### src/rtl/bpwin_pkg.sv
package bpwin_pkg;
   typedef enum logic [1:0] {
      HSZ_BYTE = 2'd0,
      HSZ_HALF = 2'd1,
      HSZ_WORD = 2'd2
   } hsize_e;

   typedef enum logic [1:0] {
      SQ_IDLE = 2'd0,
      SQ_BUSY = 2'd1,
      SQ_RESP = 2'd2
   } seq_state_e;
endpackage

### src/rtl/bpwin_cfg_regs.sv
module bpwin_cfg_regs #(
   parameter logic [7:0] REG_ALO  = 8'h2E,
   parameter logic [7:0] REG_AMID = 8'h30,
   parameter logic [7:0] REG_AHI  = 8'h32,
   parameter logic [7:0] REG_SEG  = 8'h34,
   parameter bit         RD_REG   = 1'b0,
   localparam int        BASE_W   = 20
) (
   input  logic              clk,
   input  logic              rst_n,
   input  logic              cfg_sel,
   input  logic              cfg_wr,
   input  logic [7:0]        cfg_addr,
   input  logic [7:0]        cfg_wdata,
   output logic [7:0]        cfg_rdata,
   output logic [BASE_W-1:0] win_base,
   output logic              win_seg
);
   logic [3:0] alo_q;
   logic [7:0] amid_q;
   logic [7:0] ahi_q;
   logic       seg_q;
   logic [7:0] rd_mux;
   logic       wr_hit;

   assign wr_hit = cfg_sel && cfg_wr;

   always_ff @(posedge clk or negedge rst_n) begin
      if (!rst_n) begin
         alo_q  <= '0;
         amid_q <= '0;
         ahi_q  <= '0;
         seg_q  <= 1'b0;
      end else if (wr_hit) begin
         if (cfg_addr == REG_ALO)  alo_q  <= cfg_wdata[3:0];
         if (cfg_addr == REG_AMID) amid_q <= cfg_wdata;
         if (cfg_addr == REG_AHI)  ahi_q  <= cfg_wdata;
         if (cfg_addr == REG_SEG && cfg_wdata[7:1] == 7'd0) seg_q <= cfg_wdata[0];
      end
   end

   always_comb begin
      rd_mux = 8'h00;
      if (cfg_addr == REG_ALO)  rd_mux = {4'h0, alo_q};
      if (cfg_addr == REG_AMID) rd_mux = amid_q;
      if (cfg_addr == REG_AHI)  rd_mux = ahi_q;
      if (cfg_addr == REG_SEG)  rd_mux = {7'd0, seg_q};
   end

   generate
      if (RD_REG) begin : g_rd_flop
         logic [7:0] rd_q;
         always_ff @(posedge clk or negedge rst_n) begin
            if (!rst_n)                 rd_q <= 8'h00;
            else if (cfg_sel && !cfg_wr) rd_q <= rd_mux;
         end
         assign cfg_rdata = rd_q;
      end else begin : g_rd_comb
         assign cfg_rdata = (cfg_sel && !cfg_wr) ? rd_mux : 8'h00;
      end
   endgenerate

   assign win_base = {ahi_q, amid_q, alo_q};
   assign win_seg  = seg_q;
endmodule

### src/rtl/bpwin_seq.sv
module bpwin_seq
   import bpwin_pkg::*;
#(
   parameter int ADDR_W = 32,
   parameter int APER_W = 11,
   localparam int BASE_W = ADDR_W - APER_W - 1
) (
   input  logic              clk,
   input  logic              rst_n,
   input  logic [BASE_W-1:0] win_base,
   input  logic              win_seg,
   input  logic              hst_req,
   input  logic              hst_wr,
   input  logic [1:0]        hst_size,
   input  logic [APER_W-1:0] hst_off,
   input  logic [31:0]       hst_wdata,
   output logic [31:0]       hst_rdata,
   output logic              hst_done,
   output logic              bp_valid,
   input  logic              bp_ready,
   output logic              bp_wr,
   output logic              bp_half,
   output logic [ADDR_W-1:0] bp_addr,
   output logic [15:0]       bp_wdata,
   input  logic [15:0]       bp_rdata
);
   seq_state_e        st_q;
   hsize_e            sz_q;
   logic              hi_q;
   logic              wr_q;
   logic [ADDR_W-1:0] addr_q;
   logic [31:0]       wd_q;
   logic [15:0]       lo_q;
   logic [31:0]       rd_q;

   always_ff @(posedge clk or negedge rst_n) begin
      if (!rst_n) begin
         st_q   <= SQ_IDLE;
         sz_q   <= HSZ_BYTE;
         hi_q   <= 1'b0;
         wr_q   <= 1'b0;
         addr_q <= '0;
         wd_q   <= '0;
         lo_q   <= '0;
         rd_q   <= '0;
      end else begin
         unique case (st_q)
            SQ_IDLE: if (hst_req) begin
               addr_q <= {win_base, win_seg, hst_off};
               sz_q   <= hst_size[1] ? HSZ_WORD : hsize_e'({1'b0, hst_size[0]});
               wr_q   <= hst_wr;
               wd_q   <= hst_wdata;
               hi_q   <= 1'b0;
               st_q   <= SQ_BUSY;
            end
            SQ_BUSY: if (bp_ready) begin
               if (sz_q == HSZ_WORD && !hi_q) begin
                  hi_q <= 1'b1;
                  lo_q <= bp_rdata;
               end else begin
                  st_q <= SQ_RESP;
                  unique case (sz_q)
                     HSZ_BYTE: rd_q <= {24'd0, bp_rdata[7:0]};
                     HSZ_HALF: rd_q <= {16'd0, bp_rdata};
                     default:  rd_q <= {bp_rdata, lo_q};
                  endcase
               end
            end
            default: st_q <= SQ_IDLE;
         endcase
      end
   end

   assign bp_valid  = (st_q == SQ_BUSY);
   assign bp_wr     = wr_q;
   assign bp_half   = (sz_q != HSZ_BYTE);
   assign bp_addr   = addr_q + (hi_q ? ADDR_W'(2) : '0);
   assign bp_wdata  = hi_q ? wd_q[31:16] : wd_q[15:0];
   assign hst_done  = (st_q == SQ_RESP);
   assign hst_rdata = rd_q;
endmodule

### src/rtl/bpwin_mapper.sv
module bpwin_mapper #(
   parameter logic [31:0] ENUM_BASE = 32'h1800_0000,
   parameter int          ADDR_W    = 32,
   parameter int          APER_W    = 11,
   parameter logic [7:0]  REG_ALO   = 8'h2E,
   parameter logic [7:0]  REG_AMID  = 8'h30,
   parameter logic [7:0]  REG_AHI   = 8'h32,
   parameter logic [7:0]  REG_SEG   = 8'h34,
   parameter bit          RD_REG    = 1'b0,
   localparam int         CORE_W    = APER_W + 1,
   localparam int         BASE_W    = ADDR_W - CORE_W
) (
   input  logic              clk,
   input  logic              rst_n,
   input  logic              cfg_sel,
   input  logic              cfg_wr,
   input  logic [7:0]        cfg_addr,
   input  logic [7:0]        cfg_wdata,
   output logic [7:0]        cfg_rdata,
   input  logic              hst_req,
   input  logic              hst_wr,
   input  logic [1:0]        hst_size,
   input  logic [APER_W-1:0] hst_off,
   input  logic [31:0]       hst_wdata,
   output logic [31:0]       hst_rdata,
   output logic              hst_done,
   output logic              bp_valid,
   input  logic              bp_ready,
   output logic              bp_wr,
   output logic              bp_half,
   output logic [ADDR_W-1:0] bp_addr,
   output logic [15:0]       bp_wdata,
   input  logic [15:0]       bp_rdata,
   output logic [BASE_W-1:0] win_core
);
   generate
      if (ADDR_W != 32 || BASE_W != 20) begin : g_bad_geom
         $error("bpwin_mapper: three byte registers span exactly address bits 31:12");
      end
      if (ENUM_BASE[CORE_W-1:0] != '0) begin : g_bad_base
         $error("bpwin_mapper: enumeration base must be core-size aligned");
      end
   endgenerate

   logic [BASE_W-1:0] win_base;
   logic              win_seg;

   bpwin_cfg_regs #(
      .REG_ALO (REG_ALO),
      .REG_AMID(REG_AMID),
      .REG_AHI (REG_AHI),
      .REG_SEG (REG_SEG),
      .RD_REG  (RD_REG)
   ) u_regs (
      .clk      (clk),
      .rst_n    (rst_n),
      .cfg_sel  (cfg_sel),
      .cfg_wr   (cfg_wr),
      .cfg_addr (cfg_addr),
      .cfg_wdata(cfg_wdata),
      .cfg_rdata(cfg_rdata),
      .win_base (win_base),
      .win_seg  (win_seg)
   );

   bpwin_seq #(
      .ADDR_W(ADDR_W),
      .APER_W(APER_W)
   ) u_seq (
      .clk      (clk),
      .rst_n    (rst_n),
      .win_base (win_base),
      .win_seg  (win_seg),
      .hst_req  (hst_req),
      .hst_wr   (hst_wr),
      .hst_size (hst_size),
      .hst_off  (hst_off),
      .hst_wdata(hst_wdata),
      .hst_rdata(hst_rdata),
      .hst_done (hst_done),
      .bp_valid (bp_valid),
      .bp_ready (bp_ready),
      .bp_wr    (bp_wr),
      .bp_half  (bp_half),
      .bp_addr  (bp_addr),
      .bp_wdata (bp_wdata),
      .bp_rdata (bp_rdata)
   );

   assign win_core = win_base - ENUM_BASE[ADDR_W-1:CORE_W];
endmodule

### config.mk
export PLATFORM = sky130hd
export DESIGN_NAME = bpwin_mapper
export DESIGN_NICKNAME = d
export VERILOG_FILES = /design/src/rtl/bpwin_pkg.sv /design/src/rtl/bpwin_cfg_regs.sv /design/src/rtl/bpwin_seq.sv /design/src/rtl/bpwin_mapper.sv
export SDC_FILE = /design/constraint.sdc
export NUM_CORES = 1
export LEC_CHECK = 0
export ABC_AREA = 1
export BUFFER_PORTS_ARGS = -buffer_cell sky130_fd_sc_hd__buf_4
export CAP_MARGIN = 20
export CORE_ASPECT_RATIO = 1.25
export CORE_MARGIN = 4
export CORE_UTILIZATION = 45
export DETAILED_ROUTE_END_ITERATION = 8
export PLACE_DENSITY = 0.71
export SETUP_SLACK_MARGIN = 0.4
export SYNTH_ARGS = -nofsm -noshare
export SYNTH_HDL_FRONTEND = slang
export SYNTH_SLANG_ARGS = --single-unit
### constraint.sdc
create_clock -name clk -period 2.6 [get_ports clk]
set_clock_uncertainty 0.15 [all_clocks]
set_input_delay 0.39 -clock clk [delete_from_list [all_inputs] [get_ports clk]]
set_output_delay 0.39 -clock clk [all_outputs]
set_load 0.02 [all_outputs]
---- Word-level counts from Yosys, hierarchy flattened ----
Cells that the tools add are included.
W data, S select, Z words.
cells by class
  add/sub/neg operators ................... 2
  equal/unequal tests ..................... 12
  mux-type cells .......................... 17
  bitwise gates (word level) .............. 1
  reductions and logical operators ........ 20
operators by type and width
  cell                      count
  $pmux W32 S2              1
  $add A32 B32 Y32          1
  $eq A8 B6 Y1 const B      4
  $mux W8                   4
  $sub A20 B17 Y20 const B  1
  $mux W16                  1
  $mux W2                   5
  $reduce_and A2 Y1         5
  $reduce_and A3 Y1         3
  $logic_not A7 Y1          1
  $eq A2 B1 Y1 const B      2
  $eq A2 B2 Y1 const B      2
  $logic_and A1 B1 Y1       4
  $logic_not A2 Y1          2
  $mux W4                   1
  $ne A2 B1 Y1 const B      2
  $ne A2 B2 Y1 const B      2
  $pmux W2 S2               1
  $reduce_and A4 Y1         1
  $reduce_bool A2 Y1        2
  $mux W1                   3
  $logic_not A1 Y1          2
  $pmux W1 S2               1
  $not A1 Y1                1
word-level totals
  register bits after elaboration ......... 139
  input port bits ......................... 84
  output and inout port bits .............. 112
  logic and storage cells ................. 64

---- Longest topological paths before layout ----
Gate-level depths: netlist of run 1.
  depth after elaboration ................. 6
  gate-level depth with buffers ........... 9
  depth with buffers taken out ............ 9

---- By module ----
From an unflattened synthesis of run 1, not the netlist that was laid out.
unflattened totals
  cell total of the unflattened synthesis .. 941
  area, all modules ....................... 7034.2 um^2
modules (own cells, without submodules)
  module          instances  cells an instance  area an instance (um^2)  sequential area each (um^2)
  bpwin_seq       1          751                5665.4                   2952.8
  bpwin_cfg_regs  1          174                1287.5                   525.5
  bpwin_mapper    1          16                 81.3                     0.0

---- Worst setup path after synthesis of run 1 ----
No wires, ideal clock.
  path type ............................... register to output
  start ................................... register u_seq.addr_q[1]
  end ..................................... output bp_addr[11]
  arrival time ............................ 1.705 ns
  required time ........................... 2.060 ns
  setup slack ............................. 0.355 ns
  stages on the path, launching flop included .. 8
  path buffers ............................ 0
  cell sequence ........................... dfrtp_1 -> ha_1 -> ha_1 -> inv_1 -> nor2_1 -> nand2_1 -> nor2_1 -> xor2_1
between the ends
  word-level cells in the longest chain between the ends .. 1
ends and longest elaborated chain
  item                    line                source
  from (decl)             bpwin_seq.sv:31     logic [ADDR_W-1:0] addr_q;
  from (signal assigned)  bpwin_seq.sv:49     addr_q <= {win_base, win_seg, hst_off};
  $add A32 B32 Y32        bpwin_seq.sv:77     assign bp_addr = addr_q + (hi_q ? ADDR_W'(2) : '0);
  to (decl)               bpwin_mapper.sv:31  output logic [ADDR_W-1:0] bp_addr,
Every way passes these cells.

---- Worst setup path after layout of run 1 ----
  start ................................... register u_seq.addr_q[1]
  end ..................................... output bp_addr[13]
Same word-level chain as after synthesis.

==> flow_summary.toml, run 1 <==
[worst_setup_path]
r2r_slack_ns = 0.64
end_kind = "output port"
critPathKind = "register to output port"
cp_max_fo = 3
crit_arrival_ns = 1.91
critPathLaunchType = "register"
cp_data_required_time_ns = 2.06

[die]
pin_count = 196
die-area_sq_um = 17500
rows = 50
core_area_sq_um = 15100
die_w_microns = 119
start_util = 0.461
die_y_microns = 147

[clocking]
cts-buffers-inserted = 17
cts_tree = "yes"
clk_path_buf_depth = 2
clkTransAtPathRegs_ns = 0.06
cts_sinks = 139
clkLatencyLatePin_ns = 0.42
root_buffer = "clkbuf_16"
htreeDepth = 4

[logic_synthesis]
syn_nets = 1011
syn_area_sq_um = 6950
yosysUniqueCellTypes = 31
ys_seq_area_frac = 0.500
synth_top_area_share = 0.500
ys.flop_type = "dfrtp_1"
async_reset_ff_frac = 1.00
synthTopCellsByArea = "dfrtp_1, nand2_1, nor2_1"
ys_ff_latch = 139
syn_area_per_cell_sq_um = 7.52
synth_top_area_cell = "dfrtp_1"
synth_edf_count = 0
syn-instance-count = 924
synth_warnings = 0

[sta]
relSlewSlack = 0.554
setup_viol = 0
hold_violations = 0
setup_ws_ns = 0.148
hold_ws_ns = 0.0181
fin_crit_sh = 0.943
finalSetupTns_ns = 0
worst_slew_pin_slew_ns = 0.668
fin_crit_ns = 2.45
fmax_mhz = 408
slew_violations = 0
rsz0062_at_grt = "yes"

[grt]
gr-usage-all-layers = 0.234
grt_pass1_wl_microns = 33000
antenna_found_initial = 0
grt_pass1_vias = 6452
overflow = 0
grt_max_degree = 68

[route]
drcViolationCount = 0
wl_per_cell_microns = 14.9
drtIter0Drc = 462
vias = 6656
antenna_left = 0
drt-total-wl_microns = 20300
viasPerCell = 4.88
firstDrtPassIters = 5

[finish]
n_antenna_cell = 0
area_growth_pct = 41.1
drive_gt1_frac = 0.304
fillers = 1326
fin_area_sq_um = 9810
fin_cells = 1364
post-route-util = 0.651
nets = 1230

[power]
totalPowerFinal_mw = 9.90
p_per_area_nw_per_um2 = 1010
p_leak_nw = 4.97
ir_drop_mv = 0.667

[outcome]
status = "finished, final reports clean"

[place]
port_buffers = 195
post-place-ws_ns = 0.273
hpwl_microns = 14100
gp_congestion = 0.918
dpl_cell_area_sq_um = 8600
place_inst = 1299

[flow_run]
drv_cap = 0

[min_path]
min_path_type = "input pin to register"
==> metal layers <==
| metal | vias up | wire [microns] | global-route usage |
|---|---|---|---|
| met2 | 194 | 10100 | 0.388 |
| met1 | 3106 | 8610 | 0.300 |
| met5 | - | 0 | 0 |
| met3 | 27 | 1250 | 0.0574 |
| met4 | 0 | 357 | 0.0765 |
| li1 | 3329 | - | - |
==> cell usage after synthesis (5+ instances only) <==
cell type	n
nor2_1	87
inv_1	50
clkbuf_1	13
nand3_1	58
xnor2_1	5
nand3b_1	10
inv_2	5
o21ai_0	36
a31oi_2	9
nand2_1	431
xor2_1	17
dfrtp_1	139
a31oi_1	7
buf_2	12
buf_4	7
==> power by group <==
group / internal (mW) / switching (mW) / total, mW
clock network: 1.40 / 0.952 / 2.35
registers: 2.92 / 0.547 / 3.47
logic: 1.61 / 2.47 / 4.08
total: 5.93 / 3.97 / 9.90
==> flip-flops by register name, indices dropped and copies added (netlist names), 4 cells and up <==
register         flops
u_seq.wd_q          32
u_regs.ahi_q         8
u_seq.hst_rdata     32
u_seq.lo_q          16
u_regs.amid_q        8
u_regs.alo_q         4
u_seq.addr_q        32
==> worst max-delay path: stages, from the launching register on <==
cell and delay [ns]:
dfrtp_1 0.39, ha_4 0.18, ha_4 0.16, inv_4 0.04, nor2_4 0.13, inv_1 0.09, nor2_4 0.11, xor2_1 0.21
buf_4 0.18
==> cells by family after synthesis <==
| kind of cell | share of synthesized area |
|---|---|
| XOR/XNOR | 0.0277 |
| AND/OR/NAND/NOR | 0.350 |
| buffers and inverters | 0.0583 |
| flip-flops | 0.500 |
| AO/OA/AOI/OAI | 0.0576 |
| adder cells (fa/ha/maj) | 0.00540 |
==> repair_timing <==
item,4_1_cts,5_1_grt
buffers inserted,16,8
endpoints found under the setup margin,44,50
gates resized for setup,68,33
hold endpoints to repair,57,0
pin swaps,10,14
hold buffers,9,0
==> cell type report <==
cell class              instances  area [sq um]  share of cell area
flip-flops and latches        139          3490               0.356
multi-input cells             692          3370               0.344
repair buffers                238          1890               0.192
clock buffers                  21           470              0.0480
well taps                     208           260              0.0265
inverters                      55           215              0.0219
clock inverters                11           110              0.0112
==> placed cells by master, fill, tap and decap left out, types with 4 or more instances in the layout <==
cell type / n
nor3_4: 4
inv_2: 6
nand3_1: 56
nand2_1: 413
dlygate4sd3_1: 9
clkbuf_16: 17
nor2_1: 67
nor2_2: 8
a31oi_2: 9
dfrtp_2: 13
o21ai_0: 36
xor2_1: 15
nor2_4: 16
nand3b_1: 10
nand2_2: 18
a31oi_1: 7
buf_6: 11
a21oi_1: 4
dfrtp_1: 126
nand4_1: 4
buf_4: 215
clkinvlp_4: 4
inv_1: 46
==> final timing paths <==
check	from	end	depth (start not counted)
min in group asynchronous	rst_n	u_regs.alo_q[3]	2
worst min register to register	u_seq.lo_q[12]	u_seq.lo_q[12]	2
worst max-delay path	u_seq.addr_q[1]	bp_addr[13]	8
max in group asynchronous	rst_n	u_seq.addr_q[3]	3
worst min-delay path	hst_wdata[3]	u_seq.wd_q[3]	3
worst max register to register	u_seq.hi_q	u_seq.hst_rdata[13]	6
(Power assumes the default switching activity.)
==> run 2, diff against run 1 <==
- PLACE_DENSITY: 0.71 -> 0.75
- RECOVER_POWER: unset -> 100
==> flow_summary.toml, run 2 (synthesized netlist as in run 1, its figures left out) <==
[grt]
grt_max_degree = 57
grt_pass1_vias = 6766
grt_pass1_wl_microns = 33600
antenna_found_initial = 0
overflow = 0
gr-usage-all-layers = 0.236

[route]
route.met2.wl_microns = 10500
wl_per_cell_microns = 15.6
drcViolationCount = 0
drtIter0Drc = 528
firstDrtPassIters = 5
dr_wl_met3_microns = 1250
drt-total-wl_microns = 21400
viasPerCell = 5.05
dr.max_layer_used = "met4"
drt-met1-wl_microns = 8990
vias = 6943
antenna_left = 0

[finish]
fillers = 1421
area_growth_pct = 35.9
layout_commonest_cell = "nand2_1"
n_antenna_cell = 0
drive_gt1_frac = 0.232
fin_area_sq_um = 9450
nets = 1240
layout_common_cells = "nand2_1, buf_4, dfrtp_1"

[min_path]
worstHoldStart = "hst_wdata[23]"
min_path_type = "input pin to register"

[sta]
finalSetupTns_ns = 0
rsz0062_at_grt = "yes"
slew_violations = 0
relSlewSlack = 0.0721
hold_violations = 0
fmax_mhz = 402
setup_viol = 0
worst_slew_pin_slew_ns = 1.39
fin_crit_ns = 2.49
fin_crit_sh = 0.956

[die]
core_area_sq_um = 15100
pin_count = 196
die-area_sq_um = 17500
die_w_microns = 119
rows = 50
start_util = 0.461
die_y_microns = 147

[clocking]
htreeDepth = 4
clkLatencyLatePin_ns = 0.42
root_buffer = "clkbuf_16"
clk_path_buf_depth = 2
clkTransAtPathRegs_ns = 0.06
cts-buffers-inserted = 17
cts_tree = "yes"
cts_sinks = 139

[flow_run]
drv_cap = 0

[place]
port_buffers = 195
hpwl_microns = 14100
dpl_cell_area_sq_um = 8600
gp_congestion = 0.912

[power]
ir_drop_mv = 0.570
p_per_area_nw_per_um2 = 1030
p_leak_nw = 4.70

[worst_setup_path]
crit_chain = "ha_4, buf_6, nand3_4, clkbuf_1, buf_4, xnor2_1, clkbuf_2"
crit_arrival_ns = 1.95
cpPeakStageDelay_ns = 0.41
setup.worst_path.start = "u_seq.hi_q"
cp_data_required_time_ns = 2.06
critPathKind = "register to output port"
end_kind = "output port"
cp_max_fo = 4
slowest_stage = "dfrtp_1"
critPathLaunchType = "register"
r2r_start = "u_seq.hi_q"

[outcome]
status = "finished, final reports clean"
==> run 2: layer usage <==
metal | vias to the layer above | track usage
met5 | - | 0
met4 | 0 | 0.0922
met3 | 53 | 0.0420
met2 | 268 | 0.396
met1 | 3274 | 0.305
li1 | 3348 | -
==> run 2: critical path, delay by kind of cell, from the launching register on <==
kind,cells,cell delay (ns)
adders and majority gates,1,0.20
xor gates and xnor gates,1,0.13
DFF,1,0.41
and+or+nand+nor,1,0.11
buffers and inverters,4,0.68
==> run 2: report_power, final <==
part           internal [mW]  switching [mW]
Combinational           1.28            2.57
Clock                   1.43           0.979
Sequential              2.92           0.526
Total                   5.64            4.07
==> run 2: timing repair <==
action | in CTS | in global routing
gates cloned | 1 | 1
pin swaps | 10 | 22
setup buffers | 16 | 19
gates resized for setup | 56 | 50
endpoints found under the hold margin | 55 | 0
endpoints found under the setup margin | 61 | 68
hold buffers | 3 | 0
==> run 2: area by class of cell <==
type	count	area (sq um)	area share
inverters	55	215	0.0228
multi-input cells	694	3320	0.351
well taps	208	260	0.0275
repair buffers	246	1580	0.167
clock buffers	18	429	0.0454
clock inverters	14	160	0.0169
flip-flops and latches	139	3490	0.370
==> run 2: metrics by stage <==
stage	power (mW)	setup slack [ns]	cells	hold WS, ns	utilization
after floorplan	5.77	0.412	924	-0.0556	-
after global placement	7.25	0.178	1301	0.232	0.570
after detailed placement	7.34	0.113	1301	0.236	0.570
after CTS	10.0	0.134	1353	0.00388	0.634
after global routing	10.3	0.0313	1374	0.0152	0.627
final	9.71	0.115	1374	0.0196	0.627
==> run 2: path summary, 6_finish.rpt <==
check	cells after the start	end	slack, ns
min in group asynchronous	2	u_regs.alo_q[3]	0.68
max in group asynchronous	3	u_seq.wd_q[21]	0.43
hold reg to reg	2	u_seq.addr_q[0]	0.32
setup reg to reg	7	u_seq.lo_q[14]	0.20
setup / recovery	7	bp_addr[4]	0.11
hold / removal	3	u_seq.wd_q[23]	0.02
